--- config.mk ---
export PLATFORM = sky130hd
export DESIGN_NAME = subst_muldiv
export DESIGN_NICKNAME = d
export VERILOG_FILES = /design/src/rtl/subst_muldiv_pkg.sv /design/src/rtl/sm_decode.sv /design/src/rtl/sm_arith.sv /design/src/rtl/sm_hold.sv /design/src/rtl/subst_muldiv.sv
export SDC_FILE = /design/constraint.sdc
export NUM_CORES = 1
export LEC_CHECK = 0
export ABC_AREA = 0
export BUFFER_PORTS_ARGS = -buffer_cell sky130_fd_sc_hd__buf_4
export CAP_MARGIN = 10
export CORE_AREA = 2 2 129 131
export CTS_CLUSTER_DIAMETER = 40
export DETAILED_ROUTE_END_ITERATION = 12
export DIE_AREA = 0 0 131 133
export PLACE_DENSITY = 0.91
export SYNTH_ARGS = -nofsm -noshare
export SYNTH_HDL_FRONTEND = slang
export SYNTH_SLANG_ARGS = --single-unit
--- constraint.sdc ---
create_clock -name clk_i -period 2.47 [get_ports clk_i]
set_input_delay 0.6175 -clock clk_i [delete_from_list [all_inputs] [get_ports clk_i]]
set_output_delay 0.6175 -clock clk_i [all_outputs]
set_load 0.005 [all_outputs]
--- src/rtl/subst_muldiv_pkg.sv ---
package subst_muldiv_pkg;

  typedef enum logic [2:0] {
    FN_MUL    = 3'd0,
    FN_MULH   = 3'd1,
    FN_MULHSU = 3'd2,
    FN_MULHU  = 3'd3,
    FN_DIV    = 3'd4,
    FN_DIVU   = 3'd5,
    FN_REM    = 3'd6,
    FN_REMU   = 3'd7
  } sm_fn_e;

  function automatic logic [63:0] sm_mask(input sm_fn_e fn);
    case (fn)
      FN_MUL:    return 64'h2cdf52a55876063e;
      FN_MULH:   return 64'h15d01651f6583fb7;
      FN_MULHSU: return 64'hea3969edecfbe137;
      FN_MULHU:  return 64'hd13db50d949ce5e8;
      FN_DIV:    return 64'h29bbf66f7f8529ec;
      FN_DIVU:   return 64'h8c629acb10e8fd70;
      FN_REM:    return 64'hf5b7d8538da68fa5;
      default:   return 64'hbc4402413138d0e1;
    endcase
  endfunction

  // commutative functions add, the rest subtract
  function automatic logic sm_is_sub(input sm_fn_e fn);
    return (fn == FN_MULHSU) || fn[2];
  endfunction

endpackage

--- src/rtl/sm_decode.sv ---
module sm_decode
  import subst_muldiv_pkg::*;
#(
  parameter int XLEN = 64
) (
  input  logic [3:0]      op_i,
  output logic            sub_o,
  output logic            word_o,
  output logic            illegal_o,
  output logic [XLEN-1:0] mask_o
);
  sm_fn_e      fn;
  logic [63:0] mask_full;

  assign fn        = sm_fn_e'(op_i[2:0]);
  assign mask_full = sm_mask(fn);
  assign mask_o    = mask_full[XLEN-1:0];
  assign sub_o     = sm_is_sub(fn);
  assign word_o    = op_i[3];

  // word forms exist only for MUL and the divide group, and only on a 64-bit path
  always_comb begin
    illegal_o = 1'b0;
    if (op_i[3]) begin
      if (XLEN != 64) illegal_o = 1'b1;
      else if (fn == FN_MULH || fn == FN_MULHSU || fn == FN_MULHU) illegal_o = 1'b1;
    end
  end
endmodule

--- src/rtl/sm_arith.sv ---
module sm_arith #(
  parameter int XLEN = 64
) (
  input  logic [XLEN-1:0] a_i,
  input  logic [XLEN-1:0] b_i,
  input  logic [XLEN-1:0] mask_i,
  input  logic            sub_i,
  input  logic            word_i,
  input  logic            illegal_i,
  output logic [XLEN-1:0] res_o
);
  logic [XLEN-1:0] full_res;
  logic [XLEN-1:0] word_res;

  assign full_res = (sub_i ? (a_i - b_i) : (a_i + b_i)) ^ mask_i;

  generate
    if (XLEN == 64) begin : g_word
      logic [31:0] w32;
      assign w32      = (sub_i ? (a_i[31:0] - b_i[31:0]) : (a_i[31:0] + b_i[31:0])) ^ mask_i[31:0];
      assign word_res = {{(XLEN-32){w32[31]}}, w32};
    end else begin : g_noword
      assign word_res = '0;
    end
  endgenerate

  always_comb begin
    if (illegal_i)   res_o = '0;
    else if (word_i) res_o = word_res;
    else             res_o = full_res;
  end
endmodule

--- src/rtl/sm_hold.sv ---
module sm_hold #(
  parameter int XLEN    = 64,
  parameter int LATENCY = 3
) (
  input  logic            clk_i,
  input  logic            rst_ni,
  input  logic            in_valid_i,
  output logic            in_ready_o,
  input  logic [XLEN-1:0] res_i,
  input  logic            ill_i,
  output logic            out_valid_o,
  input  logic            out_ready_i,
  output logic [XLEN-1:0] result_o,
  output logic            illegal_o
);
  generate
    if (LATENCY == 0) begin : g_comb
      assign out_valid_o = in_valid_i;
      assign in_ready_o  = out_ready_i;
      assign result_o    = res_i;
      assign illegal_o   = ill_i;
    end else begin : g_seq
      localparam int CW = (LATENCY > 1) ? $clog2(LATENCY) : 1;

      logic            pend_q;
      logic [CW-1:0]   cnt_q;
      logic [XLEN-1:0] res_q;
      logic            ill_q;
      logic            accept, fire;

      assign out_valid_o = pend_q && (cnt_q == '0);
      assign fire        = out_valid_o && out_ready_i;
      assign in_ready_o  = !pend_q || fire;
      assign accept      = in_valid_i && in_ready_o;
      assign result_o    = res_q;
      assign illegal_o   = ill_q;

      always_ff @(posedge clk_i or negedge rst_ni) begin
        if (!rst_ni) begin
          pend_q <= 1'b0;
          cnt_q  <= '0;
          res_q  <= '0;
          ill_q  <= 1'b0;
        end else if (accept) begin
          pend_q <= 1'b1;
          cnt_q  <= CW'(LATENCY - 1);
          res_q  <= res_i;
          ill_q  <= ill_i;
        end else if (fire) begin
          pend_q <= 1'b0;
        end else if (pend_q && cnt_q != '0) begin
          cnt_q <= cnt_q - 1'b1;
        end
      end

      a_r7_hold: assert property (@(posedge clk_i) disable iff (!rst_ni)
        out_valid_o && !out_ready_i |=> out_valid_o && $stable(result_o) && $stable(illegal_o));

      a_r6_busy: assert property (@(posedge clk_i) disable iff (!rst_ni)
        out_valid_o && !out_ready_i |-> !in_ready_o);

      a_r5_first_cycle: assert property (@(posedge clk_i) disable iff (!rst_ni)
        (in_valid_i && in_ready_o && LATENCY > 1) |=> !out_valid_o && !in_ready_o);
    end
  endgenerate
endmodule

--- src/rtl/subst_muldiv.sv ---
module subst_muldiv
  import subst_muldiv_pkg::*;
#(
  parameter int XLEN    = 64,
  parameter int LATENCY = 3
) (
  input  logic            clk_i,
  input  logic            rst_ni,
  input  logic            in_valid_i,
  output logic            in_ready_o,
  input  logic [3:0]      op_i,
  input  logic [XLEN-1:0] a_i,
  input  logic [XLEN-1:0] b_i,
  output logic            out_valid_o,
  input  logic            out_ready_i,
  output logic [XLEN-1:0] result_o,
  output logic            illegal_o
);
  logic            sub, word, ill;
  logic [XLEN-1:0] mask, res;

  sm_decode #(.XLEN(XLEN)) i_decode (
    .op_i     (op_i),
    .sub_o    (sub),
    .word_o   (word),
    .illegal_o(ill),
    .mask_o   (mask)
  );

  sm_arith #(.XLEN(XLEN)) i_arith (
    .a_i      (a_i),
    .b_i      (b_i),
    .mask_i   (mask),
    .sub_i    (sub),
    .word_i   (word),
    .illegal_i(ill),
    .res_o    (res)
  );

  sm_hold #(.XLEN(XLEN), .LATENCY(LATENCY)) i_hold (
    .clk_i      (clk_i),
    .rst_ni     (rst_ni),
    .in_valid_i (in_valid_i),
    .in_ready_o (in_ready_o),
    .res_i      (res),
    .ill_i      (ill),
    .out_valid_o(out_valid_o),
    .out_ready_i(out_ready_i),
    .result_o   (result_o),
    .illegal_o  (illegal_o)
  );

  a_r9_illegal_zero: assert property (@(posedge clk_i) disable iff (!rst_ni)
    out_valid_o && illegal_o |-> result_o == '0);

  generate
    if (XLEN == 64) begin : g_sext_chk
      a_r4_sext: assert property (@(posedge clk_i) disable iff (!rst_ni)
        in_valid_i && op_i[3] && !ill |-> (res[XLEN-1:32] == {(XLEN-32){res[31]}}));
    end
  endgenerate
endmodule

==> metrics list, run 1 <==
- Summing every instance area after synthesis gives 0.008795 mm2.
- Post-detail-place hpwl: 31,820 um
* Predominant post-synthesis flop cell: dfrtp_1
- Number of warning messages in the yosys log: 0
- Global routing finished with a remaining overflow of 37.
* Max H-tree Level: 3
- Global routing used 73.62% of the available tracks across all layers.
- Routability-driven placement finished with a final weighted congestion of 1.031.
- Entering global routing, the biggest net connects 69 pins.
* Port Buffers: 202
- The first global-routing pass estimated 97,480 um of wire.
* IO Pins: 203
- EDFF count, synth: 0
* CTS sink cnt: 68
* FP Rows: 47
- Number of global-route vias before repair: 16,070
- Stage reached: global routing (5_1_grt)
- From left edge to right edge, the die measures 131 um.
- Maximum root-to-sink buffer count: 2
- In the synthesized netlist the async set-or-reset flop fraction comes to 100.0%.
* Flop and latch count out of synthesis: 68
- Number of distinct library cells after synthesis: 72
* Vertical die dimension: 133 um
- When the netlist entered floorplanning its net count stood at 1,361.
- The tool reported: "[ERROR GRT-0116] Global routing finished with congestion. Check the congestion regions in the DRC Viewer".
* Sequential element share of the synthesized area: 19.35%
* Number of hold-repair buffers added at the cts stage: 0
- Clock tree root driver cell: clkbuf_16
- Each instance of the synthesized netlist takes up on average 7.608 um2.
- Prior to clock tree synthesis, the placed netlist has a worst setup slack of -3360 ps.
- Cts bufs inserted: 9
- Starting Density: 54.38%
- The cell count after synthesis came out at 1,156.
- Status: stopped before the end
## Yosys cell counts (all sizes together), types with 5 or more instances
| library cell | instances | area [um2] |
|---|---|---|
| a211oi | 6 | 45.04 |
| a21boi | 7 | 52.55 |
| a21o | 41 | 307.8 |
| a21oi | 104 | 524.3 |
| a221o | 7 | 70.07 |
| a22oi | 13 | 97.59 |
| a31oi | 11 | 68.82 |
| and2 | 8 | 50.05 |
| and3 | 6 | 37.54 |
| buf | 6 | 30.03 |
| clkbuf | 61 | 236.5 |
| dfrtp | 68 | 1702 |
| ha | 68 | 850.8 |
| inv | 28 | 105.1 |
| nand2 | 130 | 488.0 |
| nand2b | 11 | 68.82 |
| nand3 | 18 | 90.09 |
| nand4 | 24 | 162.7 |
| nor2 | 77 | 296.5 |
| nor2b | 5 | 31.28 |
| nor3 | 19 | 95.09 |
| nor4 | 11 | 90.08 |
| o211ai | 9 | 67.56 |
| o21a | 19 | 142.6 |
| o21ai | 110 | 558.0 |
| o21bai | 14 | 105.1 |
| o31ai | 14 | 105.1 |
| o41ai | 7 | 80.08 |
| or3 | 10 | 62.56 |
| or4 | 8 | 67.56 |
| xnor2 | 125 | 1095 |
| xor2 | 63 | 551.8 |
## logic make-up after synthesis
family                   share of synthesized area, %
buffers and inverters                           4.268
XOR/XNOR                                        18.72
flip-flops                                      19.35
multiplexers                                   0.1138
AND/OR/NAND/NOR                                 19.39
adder cells (fa/ha/maj)                         9.902
AO/OA/AOI/OAI                                   28.25
## layer usage
metal,GRT overflow,global-route usage (%)
met3,1,56.33
met2,22,89.49
met4,14,71.57
met5,0,9.412
met1,0,76.89
## per-stage QoR
step                      cells  hold WS [ps]  instance area (um2)
after floorplan            1156         321.9                 8960
after global placement     1852         464.3                13000
after detailed placement   1852         471.9                13000
after CTS                  1916         417.5                14980
## what timing repair did
action	in CTS
endpoints found under the hold margin	0
gates resized for setup	303
pin swaps	134
cloned	1
setup buffers	50
setup endpoints to repair	60
==> run 2: changes to the inputs <==
--- a/config.mk
+++ b/config.mk
@@ -8,11 +8,10 @@
 export ABC_AREA = 0
 export BUFFER_PORTS_ARGS = -buffer_cell sky130_fd_sc_hd__buf_4
 export CAP_MARGIN = 10
-export CORE_AREA = 2 2 129 131
-export CTS_CLUSTER_DIAMETER = 40
+export CORE_AREA = 2 2 152 154
 export DETAILED_ROUTE_END_ITERATION = 12
-export DIE_AREA = 0 0 131 133
-export PLACE_DENSITY = 0.91
+export DIE_AREA = 0 0 154 156
+export PLACE_DENSITY_LB_ADDON = 0.15
 export SYNTH_ARGS = -nofsm -noshare
 export SYNTH_HDL_FRONTEND = slang
 export SYNTH_SLANG_ARGS = --single-unit
==> run 2 against run 1 <==
The flow now finishes, with violations (negative setup slack). Area after synthesis unchanged. Synthesized cell count unchanged.
==> metrics list, run 2 <==
- Internal power comes to 6.017 mW.
- CTS sink cnt: 68 (unchanged)
- Detailed route wirelength on metal3: 2055 um
* Number of warning messages in the yosys log: 0 (unchanged)
- Nets: 1,959
* Post-detail-place hpwl: 27,710 um (-13%)
* Number of global-route vias before repair: 10,440
- The detail route stage leaves a number of antenna-violating nets equal to 0.
* Share of synthesized flip-flops with an asynchronous set or reset: 100.0% (unchanged)
- STA classifies the critical path endpoint as a register.
- Of the total power, registers draw 19.6%.
- Sequential element share of the synthesized area: 19.35% (unchanged)
- The path class of the tightest hold or removal check is in2async.
- Measured on the finished design, the core utilization comes to 71.12%.
* Crit path setup slack, layout: -2579 ps
* Area of the multi-input gates: 0.008275 mm2
* Area fraction of the dominant cell type after synthesis: 19.35% (unchanged)
- Share of layout cells above drive strength 1: 51.34%
- The highest layer touched by signal routing is met4.
- After routing the design area is 0.01591 mm2.
- DIE AREA: 0.02402 mm2
- For the worst setup path, the data required time is 2680 ps.
- Most numerous cell in the Yosys netlist: nand2_1
- For this design the ratio of total power to cell area is 627.6 mW/mm2.
* Maximum root-to-sink buffer count: 2 (unchanged)
- Area inside the core boundary: 0.02237 mm2
- Fin. Hold Viols: 0
- Leading area contributor after synthesis: dfrtp_1
* Count of unresolved DRC violations after routing: 0
- The gate count after technology mapping was 1,156 (unchanged).
* Minimum clock period after layout: 5049 ps
- The maximum level of the CTS H-tree is 3 (unchanged).
- The initial antenna violation count is 0.
- Cts bufs inserted: 9 (unchanged)
* Via count: 10,880
- The clock reaches the later pin of the worst-skew pair after 330 ps.
- Placement Setup Slack: -2944 ps (+415.4 ps)
- Net switching is 39.73% of the power.
- The routed design has 35,560 um of wire.
- Critical path peak fanout: 5
* Pin count of the biggest net entering global routing: 46
* Longest individual stage delay on the worst path: 570 ps
- Wire length per cell: 17.40 um
* Clk pin slew, worst setup/hold paths: 60 ps
* Worst clock skew: 7.194 ps
- Summed over all failing endpoints, the final setup total negative slack is -105,630 ps.
- From synthesis to final layout, the design area changed by 80.86%.
- Diodes inserted: 0
- The critical path is of the in2reg type.
* IO Pins: 203 (unchanged)
* Vertical die dimension: 156 um (+17%)
* DRT iter0 DRCs: 863
- The library cell used most frequently in the layout, excluding fill and tap cells, is buf_4.
- The initial cell density of the core came to 39.32% (-15 points).
* Instance area at placement: 0.01336 mm2 (+2.8%)
* Flop and latch count out of synthesis: 68 (unchanged)
- Combinational cells account for 67.4% of the total power.
- The total standard cell area after synthesis is 0.008795 mm2 (unchanged).
- Clock share of power: 13.0%
- Overall power: 9.983 mW
- EDFF count, synth: 0 (unchanged)
- Global routing consumed, over all layers together, 27.94% of the routing resources.
* NetSw: 3.966 mW
- TritonCTS built the clock tree.
* WHS: 272.8 ps
- The largest individual stage delay along the critical path comes from the cell or4_4.
* Placed cells: 1,954 (+5.5%)
- Synthesized net count: 1,361 (unchanged)
- The total overflow left after global routing is 0.
* DRT Pass-1 Iters: 5
- The first global-routing pass estimated 54,040 um of wire.
- Headroom to the max-slew limit came out at 52.05%.
- For the pin with the worst max-slew slack, the measured transition is 711.7 ps.
- The total of buffers placed on input and output ports came to 202 (unchanged).
- Highest achievable clock rate: 198.1 MHz
- The final reports fail on negative setup slack.
- The max-slew violation total from the final report came to 0.
- CP startpoint kind: input port
- Ranked by instance count, the synthesized netlist is headed by nand2_1 (130), xnor2_1 (125), o21ai_0 (106), a21oi_1 (103), nor2_1 (76).
- In the final layout, flip-flops and latches occupy 0.001702 mm2.
- Setup repair after global routing missed its margin: yes
- The worst-case IR drop observed on VDD is 0.5002 mV.
- Predominant post-synthesis flop cell: dfrtp_1
- Part of the cycle the worst path needs: 204.4%
- The register with the most flip-flops in the layout has 64 of them.
- The finished layout holds 2,044 standard cells, fillers aside.
* Via count normalized by instance count: 5.323
- Average instance area after synthesis: 7.608 um2 (unchanged)
* Critical-path cell list: buf_6, or3_4, or4_4, nor4_4, buf_6, buf_4, nand2_4, nor2_4, a21oi_1, xnor2_1, ha_1, nand4_1, o41ai_4, nand4_2, a2111oi_4, buf_4, o221ai_4, o21ai_2, xnor2_1, a221o_1
- Data on the critical path arrives at its endpoint at 5260 ps.
- The run finished, with violations left.
- In the layout the commonest cells are buf_4 (589), nand2_1 (111), xnor2_1 (88), dfrtp_1 (68), a21oi_1 (67).
- Number of distinct library cells after synthesis: 72 (unchanged)
- FP Rows: 55 (+17%)
* X dimension of the die: 154 um (+18%)
- Wire length on met1: 17,120 um
- Setup violations remaining at the end of the flow were counted as 59.
- Synth area leaders: dfrtp_1 (19%), xnor2_1 (12%), ha_1 (9.7%)
- Number of fill cells: 1,730
- The analysis attributes to cell leakage a power of 7.592 nW.
- Met2 Wirelength: 15,650 um
- In this run the clock root is driven by a clkbuf_16.
- The weighted congestion at the end of routability-driven global placement came to 0.9233 (-10%).
- Number of max-cap violations: 0
## run 2: cell counts after synthesis
No cell type changed its count.
## run 2: cell type report
cell class              count  area share (%)
inverters                  29          0.6843
clock inverters             6          0.4484
clock buffers              10           1.502
flip-flops and latches     68           10.70
well taps                 285           2.242
multi-input cells         992           52.03
repair buffers            654           32.40
## run 2: power by group through the flow
stage,Combinational [mW],Clock (mW),Sequential [mW]
2_1_floorplan,2.72,0,1.93
3_3_place_gp,5.37,0,1.97
3_5_place_dp,5.46,0,1.98
4_1_cts,6.25,1.33,1.96
5_1_grt,7.23,1.37,2.02
6_report,6.73,1.30,1.96
## run 2: timing repair
| item | CTS | global route |
|---|---|---|
| hold buffers | 0 | 0 |
| endpoints found under the setup margin | 59 | 62 |
| cloned | 1 | 0 |
| pin swaps | 120 | 109 |
| resized for setup | 270 | 112 |
| buffers inserted | 40 | 38 |
## run 2: worst paths after layout
kind                                  startpoint             endpoint  slack [ps]  cells after the start
min in group clk_i            i_hold.result_o[3]   i_hold.result_o[3]         480                      2
max in group asynchronous                 rst_ni  i_hold.result_o[18]        1640                      2
setup reg to reg           i_hold.g_seq.cnt_q[0]  i_hold.result_o[55]         410                     10
setup / recovery                          b_i[1]  i_hold.result_o[62]       -2580                     20
hold reg to reg               i_hold.result_o[3]   i_hold.result_o[3]         480                      2
hold / removal                            rst_ni   i_hold.result_o[8]         270                      1
## run 2: cell families (layout without fill, tap and decap cells)
family	Yosys count	after routing	share of synthesized area (%)
adder cells (fa/ha/maj)	69	69	9.902
XOR/XNOR	188	188	18.72
AO/OA/AOI/OAI	388	388	28.25
AND/OR/NAND/NOR	346	346	19.39
flip-flops	68	68	19.35
multiplexers	1	1	0.1138
buffers and inverters	96	699	4.268
## run 2: layer usage
| metal | up-vias | track usage, % |
|---|---|---|
| li1 | 5356 | - |
| met1 | 5083 | 41.60 |
| met2 | 395 | 43.43 |
| met3 | 47 | 2.472 |
| met4 | 0 | 7.032 |
| met5 | - | 0 |
## run 2: critical path: cells and delay by family
kind	cells	cell delay, ps
and+or+nand+nor	7	1860
xor gates and xnor gates	2	200
AOI/OAI and AO/OA	6	1640
adders and majority gates	1	360
buffers and inverters	4	560
Note: power is estimated with default switching activity, not from simulation.
